## src/rtl/acc_core_pkg.sv

```systemverilog
package acc_core_pkg;

    localparam logic [3:0] OPC_LDA = 4'h0;
    localparam logic [3:0] OPC_STO = 4'h1;
    localparam logic [3:0] OPC_ADD = 4'h2;
    localparam logic [3:0] OPC_SUB = 4'h3;
    localparam logic [3:0] OPC_JMP = 4'h4;
    localparam logic [3:0] OPC_JGE = 4'h5;
    localparam logic [3:0] OPC_JNE = 4'h6;
    localparam logic [3:0] OPC_STP = 4'h7;

    typedef enum logic [1:0] {
        PH_FETCH = 2'd0,
        PH_EXEC  = 2'd1,
        PH_HALT  = 2'd2
    } phase_e;

    typedef enum logic [1:0] {
        ALU_PASS = 2'd0,
        ALU_ADD  = 2'd1,
        ALU_SUB  = 2'd2
    } alu_fn_e;

    typedef enum logic {
        ASEL_ACC  = 1'b0,
        ASEL_ZERO = 1'b1
    } asel_e;

    typedef enum logic {
        ADDR_PC = 1'b0,
        ADDR_IR = 1'b1
    } addr_sel_e;

    typedef enum logic {
        PCSRC_INC = 1'b0,
        PCSRC_IR  = 1'b1
    } pc_src_e;

    typedef struct packed {
        logic      pc_en;
        pc_src_e   pc_src;
        logic      acc_en;
        logic      ir_en;
        alu_fn_e   alu_fn;
        asel_e     a_sel;
        addr_sel_e addr_sel;
        logic      drive_wdata;
    } dp_ctrl_t;

endpackage

```

## src/rtl/acc_alu.sv

```systemverilog
module acc_alu
    import acc_core_pkg::*;
#(
    parameter int DW = 16
) (
    input  logic [DW-1:0] a_i,
    input  logic [DW-1:0] b_i,
    input  alu_fn_e       fn_i,
    output logic [DW-1:0] y_o
);

    always_comb begin
        unique case (fn_i)
            ALU_ADD: y_o = a_i + b_i;
            ALU_SUB: y_o = a_i - b_i;
            default: y_o = a_i | b_i;
        endcase
    end

endmodule

```

## src/rtl/acc_ctrl.sv

```systemverilog
module acc_ctrl
    import acc_core_pkg::*;
(
    input  logic     clk,
    input  logic     rst,
    input  logic [3:0] opcode_i,
    input  logic     acc_neg_i,
    input  logic     acc_zero_i,
    output dp_ctrl_t dp_o,
    output logic     mem_req_o,
    output logic     mem_rd_o,
    output phase_e   phase_o
);

    typedef struct packed {
        dp_ctrl_t dp;
        logic     req;
        logic     rd;
        phase_e   phase;
    } ctrl_next_t;

    ctrl_next_t nx_d;
    phase_e     phase_q;

    always_comb begin
        nx_d             = '0;
        nx_d.dp.pc_src   = PCSRC_INC;
        nx_d.dp.alu_fn   = ALU_PASS;
        nx_d.dp.a_sel    = ASEL_ACC;
        nx_d.dp.addr_sel = ADDR_PC;
        nx_d.rd          = 1'b1;
        nx_d.phase       = phase_q;
        unique case (phase_q)
            PH_FETCH: begin
                nx_d.req       = 1'b1;
                nx_d.dp.ir_en  = 1'b1;
                nx_d.dp.pc_en  = 1'b1;
                nx_d.phase     = PH_EXEC;
            end
            PH_EXEC: begin
                nx_d.phase = PH_FETCH;
                case (opcode_i)
                    OPC_LDA: begin
                        nx_d.req         = 1'b1;
                        nx_d.dp.addr_sel = ADDR_IR;
                        nx_d.dp.acc_en   = 1'b1;
                        nx_d.dp.a_sel    = ASEL_ZERO;
                        nx_d.dp.alu_fn   = ALU_PASS;
                    end
                    OPC_STO: begin
                        nx_d.req            = 1'b1;
                        nx_d.rd             = 1'b0;
                        nx_d.dp.addr_sel    = ADDR_IR;
                        nx_d.dp.drive_wdata = 1'b1;
                    end
                    OPC_ADD, OPC_SUB: begin
                        nx_d.req         = 1'b1;
                        nx_d.dp.addr_sel = ADDR_IR;
                        nx_d.dp.acc_en   = 1'b1;
                        nx_d.dp.a_sel    = ASEL_ACC;
                        nx_d.dp.alu_fn   = (opcode_i == OPC_ADD) ? ALU_ADD : ALU_SUB;
                    end
                    OPC_JMP: begin
                        nx_d.dp.pc_en  = 1'b1;
                        nx_d.dp.pc_src = PCSRC_IR;
                    end
                    OPC_JGE: begin
                        nx_d.dp.pc_en  = !acc_neg_i;
                        nx_d.dp.pc_src = PCSRC_IR;
                    end
                    OPC_JNE: begin
                        nx_d.dp.pc_en  = !acc_zero_i;
                        nx_d.dp.pc_src = PCSRC_IR;
                    end
                    OPC_STP: begin
                        nx_d.phase = PH_HALT;
                    end
                    default: begin
                        nx_d.phase = PH_FETCH;
                    end
                endcase
            end
            default: begin
                nx_d.phase = PH_HALT;
            end
        endcase
    end

    always_ff @(posedge clk) begin
        if (rst) begin
            phase_q <= PH_FETCH;
        end else begin
            phase_q <= nx_d.phase;
        end
    end

    assign dp_o      = nx_d.dp;
    assign mem_req_o = nx_d.req;
    assign mem_rd_o  = nx_d.rd;
    assign phase_o   = phase_q;


    exec_follows_fetch_chk: assert property (@(posedge clk) disable iff (rst)
        (phase_q == PH_FETCH) |=> (phase_q == PH_EXEC));


    halt_is_sticky_chk: assert property (@(posedge clk) disable iff (rst)
        (phase_q == PH_HALT) |=> (phase_q == PH_HALT));

endmodule

```

## src/rtl/acc_datapath.sv

```systemverilog
module acc_datapath
    import acc_core_pkg::*;
#(
    parameter int DW = 16,
    parameter int AW = 12
) (
    input  logic          clk,
    input  logic          rst,
    input  dp_ctrl_t      dp_i,
    input  logic [DW-1:0] mem_rdata_i,
    output logic [AW-1:0] mem_addr_o,
    output logic [DW-1:0] mem_wdata_o,
    output logic [DW-AW-1:0] opcode_o,
    output logic          acc_neg_o,
    output logic          acc_zero_o,
    output logic [AW-1:0] pc_o,
    output logic [DW-1:0] acc_o
);

    localparam int OPW = DW - AW;

    typedef struct packed {
        logic [AW-1:0] pc;
        logic [DW-1:0] acc;
        logic [DW-1:0] ir;
    } regs_t;

    regs_t         r_d;
    regs_t         r_q;
    logic [DW-1:0] alu_a;
    logic [DW-1:0] alu_y;
    logic [AW-1:0] s_field;

    assign s_field = r_q.ir[AW-1:0];
    assign alu_a   = (dp_i.a_sel == ASEL_ZERO) ? '0 : r_q.acc;

    acc_alu #(.DW(DW)) u_alu (
        .a_i  (alu_a),
        .b_i  (mem_rdata_i),
        .fn_i (dp_i.alu_fn),
        .y_o  (alu_y)
    );

    always_comb begin
        r_d = r_q;
        if (dp_i.ir_en) begin
            r_d.ir = mem_rdata_i;
        end
        if (dp_i.acc_en) begin
            r_d.acc = alu_y;
        end
        if (dp_i.pc_en) begin
            r_d.pc = (dp_i.pc_src == PCSRC_IR) ? s_field : r_q.pc + AW'(1);
        end
    end

    always_ff @(posedge clk) begin
        if (rst) begin
            r_q <= '0;
        end else begin
            r_q <= r_d;
        end
    end

    assign mem_addr_o  = (dp_i.addr_sel == ADDR_IR) ? s_field : r_q.pc;
    assign mem_wdata_o = dp_i.drive_wdata ? r_q.acc : '0;
    assign opcode_o    = r_q.ir[DW-1 -: OPW];
    assign acc_neg_o   = r_q.acc[DW-1];
    assign acc_zero_o  = (r_q.acc == '0);
    assign pc_o        = r_q.pc;
    assign acc_o       = r_q.acc;


    fetch_advances_pc_chk: assert property (@(posedge clk) disable iff (rst)
        dp_i.ir_en |=> (r_q.pc == $past(r_q.pc) + AW'(1)));

endmodule

```

## src/rtl/acc_core.sv

```systemverilog
module acc_core
    import acc_core_pkg::*;
#(
    parameter int DW = 16,
    parameter int AW = 12
) (
    input  logic          clk,
    input  logic          rst,
    output logic          mem_req,
    output logic          mem_rd,
    output logic [AW-1:0] mem_addr,
    output logic [DW-1:0] mem_wdata,
    input  logic [DW-1:0] mem_rdata,
    output logic          halted
);

    localparam int OPW = DW - AW;

    dp_ctrl_t         dp_ctrl;
    phase_e           phase;
    logic [OPW-1:0]   opcode;
    logic             acc_neg;
    logic             acc_zero;
    logic [AW-1:0]    pc_q;
    logic [DW-1:0]    acc_q;

    acc_ctrl u_ctrl (
        .clk        (clk),
        .rst        (rst),
        .opcode_i   (opcode),
        .acc_neg_i  (acc_neg),
        .acc_zero_i (acc_zero),
        .dp_o       (dp_ctrl),
        .mem_req_o  (mem_req),
        .mem_rd_o   (mem_rd),
        .phase_o    (phase)
    );

    acc_datapath #(.DW(DW), .AW(AW)) u_dp (
        .clk         (clk),
        .rst         (rst),
        .dp_i        (dp_ctrl),
        .mem_rdata_i (mem_rdata),
        .mem_addr_o  (mem_addr),
        .mem_wdata_o (mem_wdata),
        .opcode_o    (opcode),
        .acc_neg_o   (acc_neg),
        .acc_zero_o  (acc_zero),
        .pc_o        (pc_q),
        .acc_o       (acc_q)
    );

    assign halted = (phase == PH_HALT);


    reset_state_chk: assert property (@(posedge clk)
        rst |=> (pc_q == '0 && acc_q == '0 && !halted && mem_req && mem_rd));


    halted_quiet_chk: assert property (@(posedge clk) disable iff (rst)
        halted |=> (halted && !mem_req));


    wdata_idle_zero_chk: assert property (@(posedge clk) disable iff (rst)
        !(mem_req && !mem_rd) |-> (mem_wdata == '0));


    no_req_nonmem_exec_chk: assert property (@(posedge clk) disable iff (rst)
        (phase == PH_EXEC && opcode >= OPC_JMP) |-> !mem_req);


    acc_kept_nonmem_chk: assert property (@(posedge clk) disable iff (rst)
        (phase == PH_EXEC && opcode >= OPC_JMP) |=> $stable(acc_q));


    jge_negative_hold_chk: assert property (@(posedge clk) disable iff (rst)
        (phase == PH_EXEC && opcode == OPC_JGE && acc_neg) |=> $stable(pc_q));

endmodule

```

## config.mk

```make
export PLATFORM = sky130hd
export DESIGN_NAME = acc_core
export DESIGN_NICKNAME = d
export VERILOG_FILES = /design/src/rtl/acc_core_pkg.sv /design/src/rtl/acc_alu.sv /design/src/rtl/acc_ctrl.sv /design/src/rtl/acc_datapath.sv /design/src/rtl/acc_core.sv
export SDC_FILE = /design/constraint.sdc
export NUM_CORES = 1
export LEC_CHECK = 0
export BUFFER_PORTS_ARGS = -buffer_cell sky130_fd_sc_hd__buf_2
export CELL_PAD_IN_SITES_DETAIL_PLACEMENT = 1
export CELL_PAD_IN_SITES_GLOBAL_PLACEMENT = 1
export CORE_MARGIN = 2
export CORE_UTILIZATION = 40
export CTS_CLUSTER_SIZE = 14
export DETAILED_ROUTE_END_ITERATION = 16
export GPL_TIMING_DRIVEN = 0
export PLACE_DENSITY_LB_ADDON = 0.1
export SLEW_MARGIN = 0
export SYNTH_ARGS = -nofsm -noshare
export SYNTH_HDL_FRONTEND = slang
export SYNTH_HIERARCHICAL = 1
export SYNTH_SLANG_ARGS = --single-unit
```

## constraint.sdc

```tcl
create_clock -name clk -period 11.47 [get_ports clk]
set_input_delay 0.5735 -clock clk [delete_from_list [all_inputs] [get_ports clk]]
set_output_delay 0.5735 -clock clk [all_outputs]
set_load 0.05 [all_outputs]
```

# Word level (Yosys, flattened, before mapping)
# Cells that the tools add are included.
# word_totals
mem_bits_ro	0
latch_bits	0
n_memories	0
inputBits	18
mem_bits_rw	0
ff_bits	46
out_inout_bits	31
# classes
bitwise	1
n_mux	20
n_mul	0
n_reduce_logical	8
n_div	0
n_lt_le_gt_ge	0
n_eq_ne	11
shift	0
addsub	3
# op_table
cell	n
$mux W16	2
$pmux W16 S2	1
$mux W12	2
$add A16 B16 Y16	1
$eq A4 B3 Y1 const B	4
$logic_not A16 Y1	1
$or A16 B16 Y16	1
$sub A16 B16 Y16	1
$add A12 B1 Y12 const B	1
$eq A4 B2 Y1 const B	2
$mux W1	6
$mux W2	3
$pmux W2 S3	1
$pmux W3 S2	1
$mux W5	1
$eq A2 B1 Y1 const B	2
$eq A2 B2 Y1 const B	2
$eq A4 B1 Y1 const B	1
$logic_not A4 Y1	1
$pmux W1 S2	2
$pmux W2 S2	1
$reduce_or A4 Y1	1
$reduce_or A3 Y1	1
$logic_not A1 Y1	2
other kinds (2)	2

# Logic depth before layout (Yosys ltp)
# Gate-level depths: netlist (run 1).
# logic_depth
ltp_word	7
ltp_mapped	20

# Cells and area by module
# Netlist (run 1), hierarchy kept.
# modules_own_cells
mod	area_each_um2	cells_per_inst	n_inst
acc_datapath	2464.9	282	1
acc_alu	1265.0	187	1
acc_ctrl	247.7	35	1
acc_core	13.8	1	1

# Worst setup path after synthesis (run 1)
# No wires, ideal clock.
# synth_path
kind	reg-to-reg
startpoint	register u_dp.r_q (netlist bit u_dp/opcode_o[2])
endpoint	register u_dp.r_q (netlist bit u_dp/acc_o[15])
path_slack_ps	7568
setup_ps	65
path_stages_with_launch	21
n_path_buf	4
period_less_slack_ps	3902
arrival_time_ps	3837
cell_sequence	dfxtp_1 > buf_4 > or4b_1 > buf_2 > nor3_1 > buf_4 > inv_1 > ha_1 > clkbuf_1 > nor2_1 > xnor2_1 > ha_1 > a21o_1 > o2bb2ai_1 > a211o_1 > a311oi_4 > xnor2_2 > o21ai_0 > a211oi_2 > mux2i_1 > nor2_1
# synth_lines
item	line_no	source
start: declaration	acc_datapath.sv:29	regs_t r_q;
start signal: assignment	acc_datapath.sv:61	r_q <= r_d;

==> results.py, run 1 <==
metrics = {
    "layout": {
        "syn2layout_area_growth_pct": 12.94,
        "final_cell_mix": "64 x nor2_1, 54 x buf_2, 46 x dfxtp_1",
        "diodes": 0,
        "nets": 570,
        "drive_gt1_share_pct": 18.95,
        "final_cells": 644,
        "final_common_cell": "nor2_1",
        "fin_area_um2": 4270,
    },
    "power_and_ir_drop": {
        "irDropWorstVdd_mv": 0.07015,
        "finalPower_mw": 0.4527,
        "clkPwrFrac_pct": 27.9,
        "swShare_pct": 35.44,
        "combPwrFrac_pct": 32.1,
        "p_sw_mw": 0.1604,
        "p_leak_nw": 1.895,
        "intPower_mw": 0.2923,
        "power-per-cell-area_nw_per_um2": 106.0,
        "seq_power_share_pct": 40.0,
    },
    "timing": {
        "timing.slew.headroom_pct": 57.29,
        "tns_ns": 0,
        "worstMarginPinSlew_ns": 0.6358,
        "hold_violations": 0,
        "worst_clock_skew_ns": 0.01005,
        "min_period_ns": 4.621,
        "rsz0062_at_grt": "no",
        "finalSetupViolations": 0,
        "clock.fmax_mhz": 216.4,
        "fin_crit_sh_pct": 40.29,
        "slew_violations": 0,
    },
    "clock_tree": {
        "worstSkewPairLatency_ns": 0.31,
        "cts_max_path_buffers": 2,
        "clock_tree.htree_level_count": 2,
        "cts_buffers": 5,
        "ctsRootBufferMaster": "clkbuf_8",
        "postCtsSetupRepairBufs": 0,
        "cts_num_sinks": 46,
        "ctsHoldBuffers": 0,
        "clkTransAtPathRegs_ns": 0.10,
        "cts_resized": 0,
        "cts_tree": "done",
    },
    "yosys": {
        "avgSynthCellArea_um2": 7.927,
        "syn_nets": 515,
        "postSynthCellCount": 477,
        "synth_area_um2": 3781,
        "yosysWarnings": 6,
    },
    "critical_path": {
        "crit_path_start_kind": "register",
        "rr_worst_depth": 17,
        "r2r-start": "u_ctrl/phase_o[0]$_SDFF_PP0_",
        "cp_max_fo": 10,
        "critPathKind": "register to register",
        "reg2reg_to": "u_dp/acc_o[14]$_SDFFE_PP0P_",
        "arrival_ns": 4.81,
        "regToRegSetupSlack_ns": 6.85,
        "endpoint_kind": "register",
        "critPathRequiredTime_ns": 11.66,
    },
    "routing": {
        "vias": 3576,
        "ant_nets": 0,
        "wl_per_cell_um": 17.16,
        "drtPass1Iterations": 4,
        "wl_mm": 11.05,
        "vias_per_cell": 5.553,
        "drt-initial-drc-count": 165,
        "drcViolationCount": 0,
    },
    "min_path": {
        "hold_path.class": "input port to register",
        "holdPathEnd": "u_ctrl/phase_o[0]$_SDFF_PP0_",
        "hp-start": "rst",
        "hold_path_depth": 2,
    },
    "global_route": {
        "grt_pass1_wl_mm": 18.57,
        "grt_usage_pct": 22.94,
        "antenna_found_initial": 0,
        "grt_overflow": 0,
        "grt_pass1_vias": 3706,
        "grt_max_degree": 15,
    },
    "floorplan": {
        "rows": 35,
        "start_util_pct": 41.12,
        "ios": 49,
        "dieArea_um2": 10250,
        "core-area_um2": 9196,
        "fp.dieH_um": 101.2,
        "die_w_um": 101.2,
    },
    "place": {
        "portBuffers": 48,
        "placed_area_um2": 4160,
        "routabilityCongestion": 0.9454,
        "hpwl_mm": 8.819,
        "dpl.cell_count": 636,
    },
    "flow_run": {
        "maxCapViolations": 0,
    },
    "outcome": {
        "status": "complete, no violations",
    },
}
[worst max path at each step]
stage / from / to / slack [ns]
final: u_ctrl/phase_o[0]$_SDFF_PP0_ / u_dp/acc_o[14]$_SDFFE_PP0P_ / 6.85
after floorplan: u_dp/opcode_o[2]$_SDFFE_PP0P_ / u_dp/acc_o[15]$_SDFFE_PP0P_ / 7.57
after detailed placement: u_ctrl/phase_o[0]$_SDFF_PP0_ / u_dp/acc_o[14]$_SDFFE_PP0P_ / 6.86
after CTS: u_ctrl/phase_o[0]$_SDFF_PP0_ / u_dp/acc_o[14]$_SDFFE_PP0P_ / 6.85
after global routing: u_ctrl/phase_o[0]$_SDFF_PP0_ / u_dp/acc_o[14]$_SDFFE_PP0P_ / 6.23
after global placement: u_ctrl/phase_o[0]$_SDFF_PP0_ / u_dp/acc_o[14]$_SDFFE_PP0P_ / 7.03
[routing by layer]
metal / track usage (%) / vias to the layer above / share of wire, %
li1: - / 1782 / -
met1: 31.64 / 1725 / 49
met2: 39.28 / 61 / 47
met3: 2.415 / 8 / 3.1
met4: 3.950 / 0 / 0.79
met5: 0 / - / 0
[area by class of cell]
cell class                 instances  area [µm²]
timing repair buffer              48       240.2
clock buffer                       6       72.57
sequential                        46       920.9
buffer                            35       187.7
fill                            1173        4926
tap                              111       138.9
multi-input combinational        377        2600
clock inverter                     2       37.54
inverter                          19       72.57
[flip-flops by register name, indices dropped and copies added, names as in the netlist]
signal,count
u_dp/opcode_o,4
u_dp/acc_o,16
u_ctrl/phase_o,2
u_dp/pc_o,12
u_dp/r_q,12
[stage by stage]
| stage | util (%) | worst slack [ns] | hold WS, ns |
|---|---|---|---|
| floorplan | - | 7.568 | 0.4617 |
| global placement | 45.24 | 7.028 | 0.4804 |
| detailed placement | 45.24 | 6.857 | 0.4907 |
| CTS | 46.44 | 6.847 | 0.4488 |
| global route | 46.44 | 6.228 | 0.4547 |
| finish | 46.44 | 6.849 | 0.4698 |
[worst max-delay path, cell delays in order (launching register included)]
cell and delay (ns):
dfxtp_1 0.53, or4b_1 0.46, buf_2 0.17, nor2_1 0.11, buf_4 0.11, ha_1 0.30, clkbuf_1 0.42, mux2i_1 0.22
fa_1 0.47, a21oi_1 0.21, o21ai_0 0.16, a31oi_1 0.26, o21ba_2 0.20, o31ai_1 0.11, a2111oi_0 0.46, nor3_1 0.11
mux2i_1 0.15, nor2_1 0.05
[power by group through the flow]
| stage | clock [mW] | sequential, mW | combinational (mW) |
|---|---|---|---|
| 5_1_grt | 0.137 | 0.183 | 0.162 |
| 3_3_place_gp | 0 | 0.184 | 0.142 |
| 2_1_floorplan | 0 | 0.180 | 0.109 |
| 3_5_place_dp | 0 | 0.185 | 0.145 |
| 6_report | 0.126 | 0.181 | 0.145 |
| 4_1_cts | 0.131 | 0.181 | 0.146 |
No activity file was read; power rests on OpenSTA's default activity.
==> run 2, diff against run 1 <==
==> constraint.sdc (replaced) <==
create_clock -name clk -period 4.6 [get_ports clk]
set_input_delay 0.23 -clock clk [delete_from_list [all_inputs] [get_ports clk]]
set_output_delay 0.23 -clock clk [all_outputs]
set_load 0.05 [all_outputs]
==> run 2 against run 1 <==
Net effect: global-route usage did not move; via count is 0.78% higher; cell count is 0.16% higher; routed wire length rose by 0.95%; core utilization grew 0.37 points; clock power grew to 2.5 times the previous value; first-iteration DRC count fell by 18%; largest cell class unchanged; power rose to 2.5 times the previous value; non-clock buffer count is 1 higher.
==> results.py, run 2 (synthesis gave the netlist of run 1 again) <==
metrics = {
    "outcome": {
        "status": "complete, no violations",
    },
    "routing": {
        "vias": 3604,
        "wl_per_cell_um": 17.30,
        "drcViolationCount": 0,
        "wl_mm": 11.16,
        "vias_per_cell": 5.588,
        "drt-initial-drc-count": 136,
        "ant_nets": 0,
        "drtPass1Iterations": 4,
    },
    "clock_tree": {
        "cts_num_sinks": 46,
        "clock_tree.htree_level_count": 2,
        "worstSkewPairLatency_ns": 0.31,
        "cts_buffers": 5,
        "cts_tree": "done",
        "ctsRootBufferMaster": "clkbuf_8",
        "ctsHoldBuffers": 0,
        "clkTransAtPathRegs_ns": 0.10,
        "cts_max_path_buffers": 2,
    },
    "layout": {
        "largest_reg_flops": 16,
        "nets": 571,
        "final_common_cell": "nor2_1",
        "syn2layout_area_growth_pct": 13.83,
        "fin_area_um2": 4304,
        "final_cell_mix": "64 x nor2_1, 54 x buf_2, 45 x dfxtp_1",
        "diodes": 0,
        "drive_gt1_share_pct": 20.41,
    },
    "timing": {
        "tns_ns": 0,
        "fin_crit_sh_pct": 91.85,
        "worst_clock_skew_ns": 0.01023,
        "clock.fmax_mhz": 236.7,
        "timing.slew.headroom_pct": 56.03,
        "min_period_ns": 4.225,
        "finalSetupViolations": 0,
        "worstMarginPinSlew_ns": 0.6546,
        "slew_violations": 0,
        "setup_ws_ns": 0.3748,
        "hold_violations": 0,
        "rsz0062_at_grt": "no",
    },
    "floorplan": {
        "core-area_um2": 9196,
        "rows": 35,
        "fp.dieH_um": 101.2,
        "start_util_pct": 41.12,
        "die_w_um": 101.2,
        "dieArea_um2": 10250,
        "ios": 49,
    },
    "critical_path": {
        "crit_end": "u_dp/acc_o[15]$_SDFFE_PP0P_",
        "reg2reg_to": "u_dp/acc_o[15]$_SDFFE_PP0P_",
        "regToRegSetupSlack_ns": 0.37,
        "crit_chain": "buf_4 > or4b_1 > buf_2 > nor3_1 > buf_4 > clkbuf_1 > nor2b_1 > ha_1 > a21o_1 > o2bb2ai_1 > a211o_1 > a311oi_4 > xnor2_2 > o21ai_0 > a211oi_2 > mux2i_1 > nor2_1",
        "slowest_delay_ns": 0.48,
        "critPathKind": "register to register",
        "slowest_stage": "or4b_1",
        "arrival_ns": 4.48,
        "critPathRequiredTime_ns": 4.85,
        "r2r-start": "u_dp/opcode_o[2]$_SDFFE_PP0P_",
        "cp_max_fo": 10,
        "path_common_cell": "buf_4",
        "crit_path_start_kind": "register",
        "endpoint_kind": "register",
        "rr_worst_depth": 17,
        "worstSetupStartpoint": "u_dp/opcode_o[2]$_SDFFE_PP0P_",
    },
    "place": {
        "placed_area_um2": 4160,
        "portBuffers": 48,
        "hpwl_mm": 8.819,
        "routabilityCongestion": 0.9454,
        "dp_slack_ns": -0.01315,
    },
    "power_and_ir_drop": {
        "p_leak_nw": 1.907,
        "irDropWorstVdd_mv": 0.1751,
        "power-per-cell-area_nw_per_um2": 264.2,
        "finalPower_mw": 1.137,
    },
    "global_route": {
        "grt_pass1_vias": 3706,
        "grt_pass1_wl_mm": 18.57,
        "grt_usage_pct": 22.94,
        "grt_overflow": 0,
        "antenna_found_initial": 0,
        "grt_max_degree": 15,
    },
    "flow_run": {
        "maxCapViolations": 0,
    },
    "min_path": {
        "hold_path.class": "input port to register",
    },
}
run 2: power breakdown:
group          switching, mW  internal [mW]  leakage [nW]
logic                  0.223          0.145          1.48
clock network          0.154          0.163        0.0514
registers             0.0278          0.424         0.377
total                  0.405          0.732          1.91
run 2: area by class of cell:
cell class	instances	area, µm²
clock buffers	6	72.57
inverters	19	72.57
repair buffers	49	247.7
fillers	1176	4892
well taps	111	138.9
clock inverters	2	37.54
flip-flops and latches	46	922.1
plain buffers	35	191.4
multi-input cells	377	2621
run 2: what timing repair did:
item,CTS,global route
setup buffers,0,1
endpoints found under the setup margin,1,6
hold endpoints to repair,0,0
gates resized for setup,1,10
pin swaps,0,3
run 2: worst min-delay path by stage:
| stage | startpoint | end | slack (ns) | cells after the start |
|---|---|---|---|---|
| after detailed placement | rst | u_ctrl/phase_o[0]$_SDFF_PP0_ | 0.45 | 2 |
| after floorplan | rst | u_ctrl/phase_o[0]$_SDFF_PP0_ | 0.30 | 1 |
| after CTS | rst | u_ctrl/phase_o[0]$_SDFF_PP0_ | 0.11 | 2 |
| after global routing | rst | u_ctrl/phase_o[0]$_SDFF_PP0_ | 0.10 | 2 |
| final | rst | u_ctrl/phase_o[0]$_SDFF_PP0_ | 0.12 | 2 |
| after global placement | rst | u_ctrl/phase_o[0]$_SDFF_PP0_ | 0.44 | 2 |
run 2: routing by layer:
metal  track usage [%]  part of all wire [%]  routed length, µm
met1             31.64                    49               5483
met2             39.28                    47               5294
met3             2.415                   2.6                295
met4             3.950                  0.74                 83
met5                 0                     0                  0
run 2: per-stage QoR:
step / hold slack [ns] / instances / utilization [%]
after floorplan: 0.3011 / 477 / -
after global placement: 0.4395 / 636 / 45.24
after detailed placement: 0.4474 / 636 / 45.24
after CTS: 0.1053 / 644 / 46.45
after global routing: 0.1040 / 645 / 46.80
final: 0.1192 / 645 / 46.80
run 2: critical path: cells and delay by family, from the launching register on:
family / cells / cell delay (ns)
AOI/OAI and AO/OA: 6 / 1.36
adders and majority gates: 1 / 0.41
muxes: 1 / 0.10
buffers and inverters: 4 / 0.94
xor gates and xnor gates: 1 / 0.17
DFF: 1 / 0.32
and+or+nand+nor: 4 / 0.85
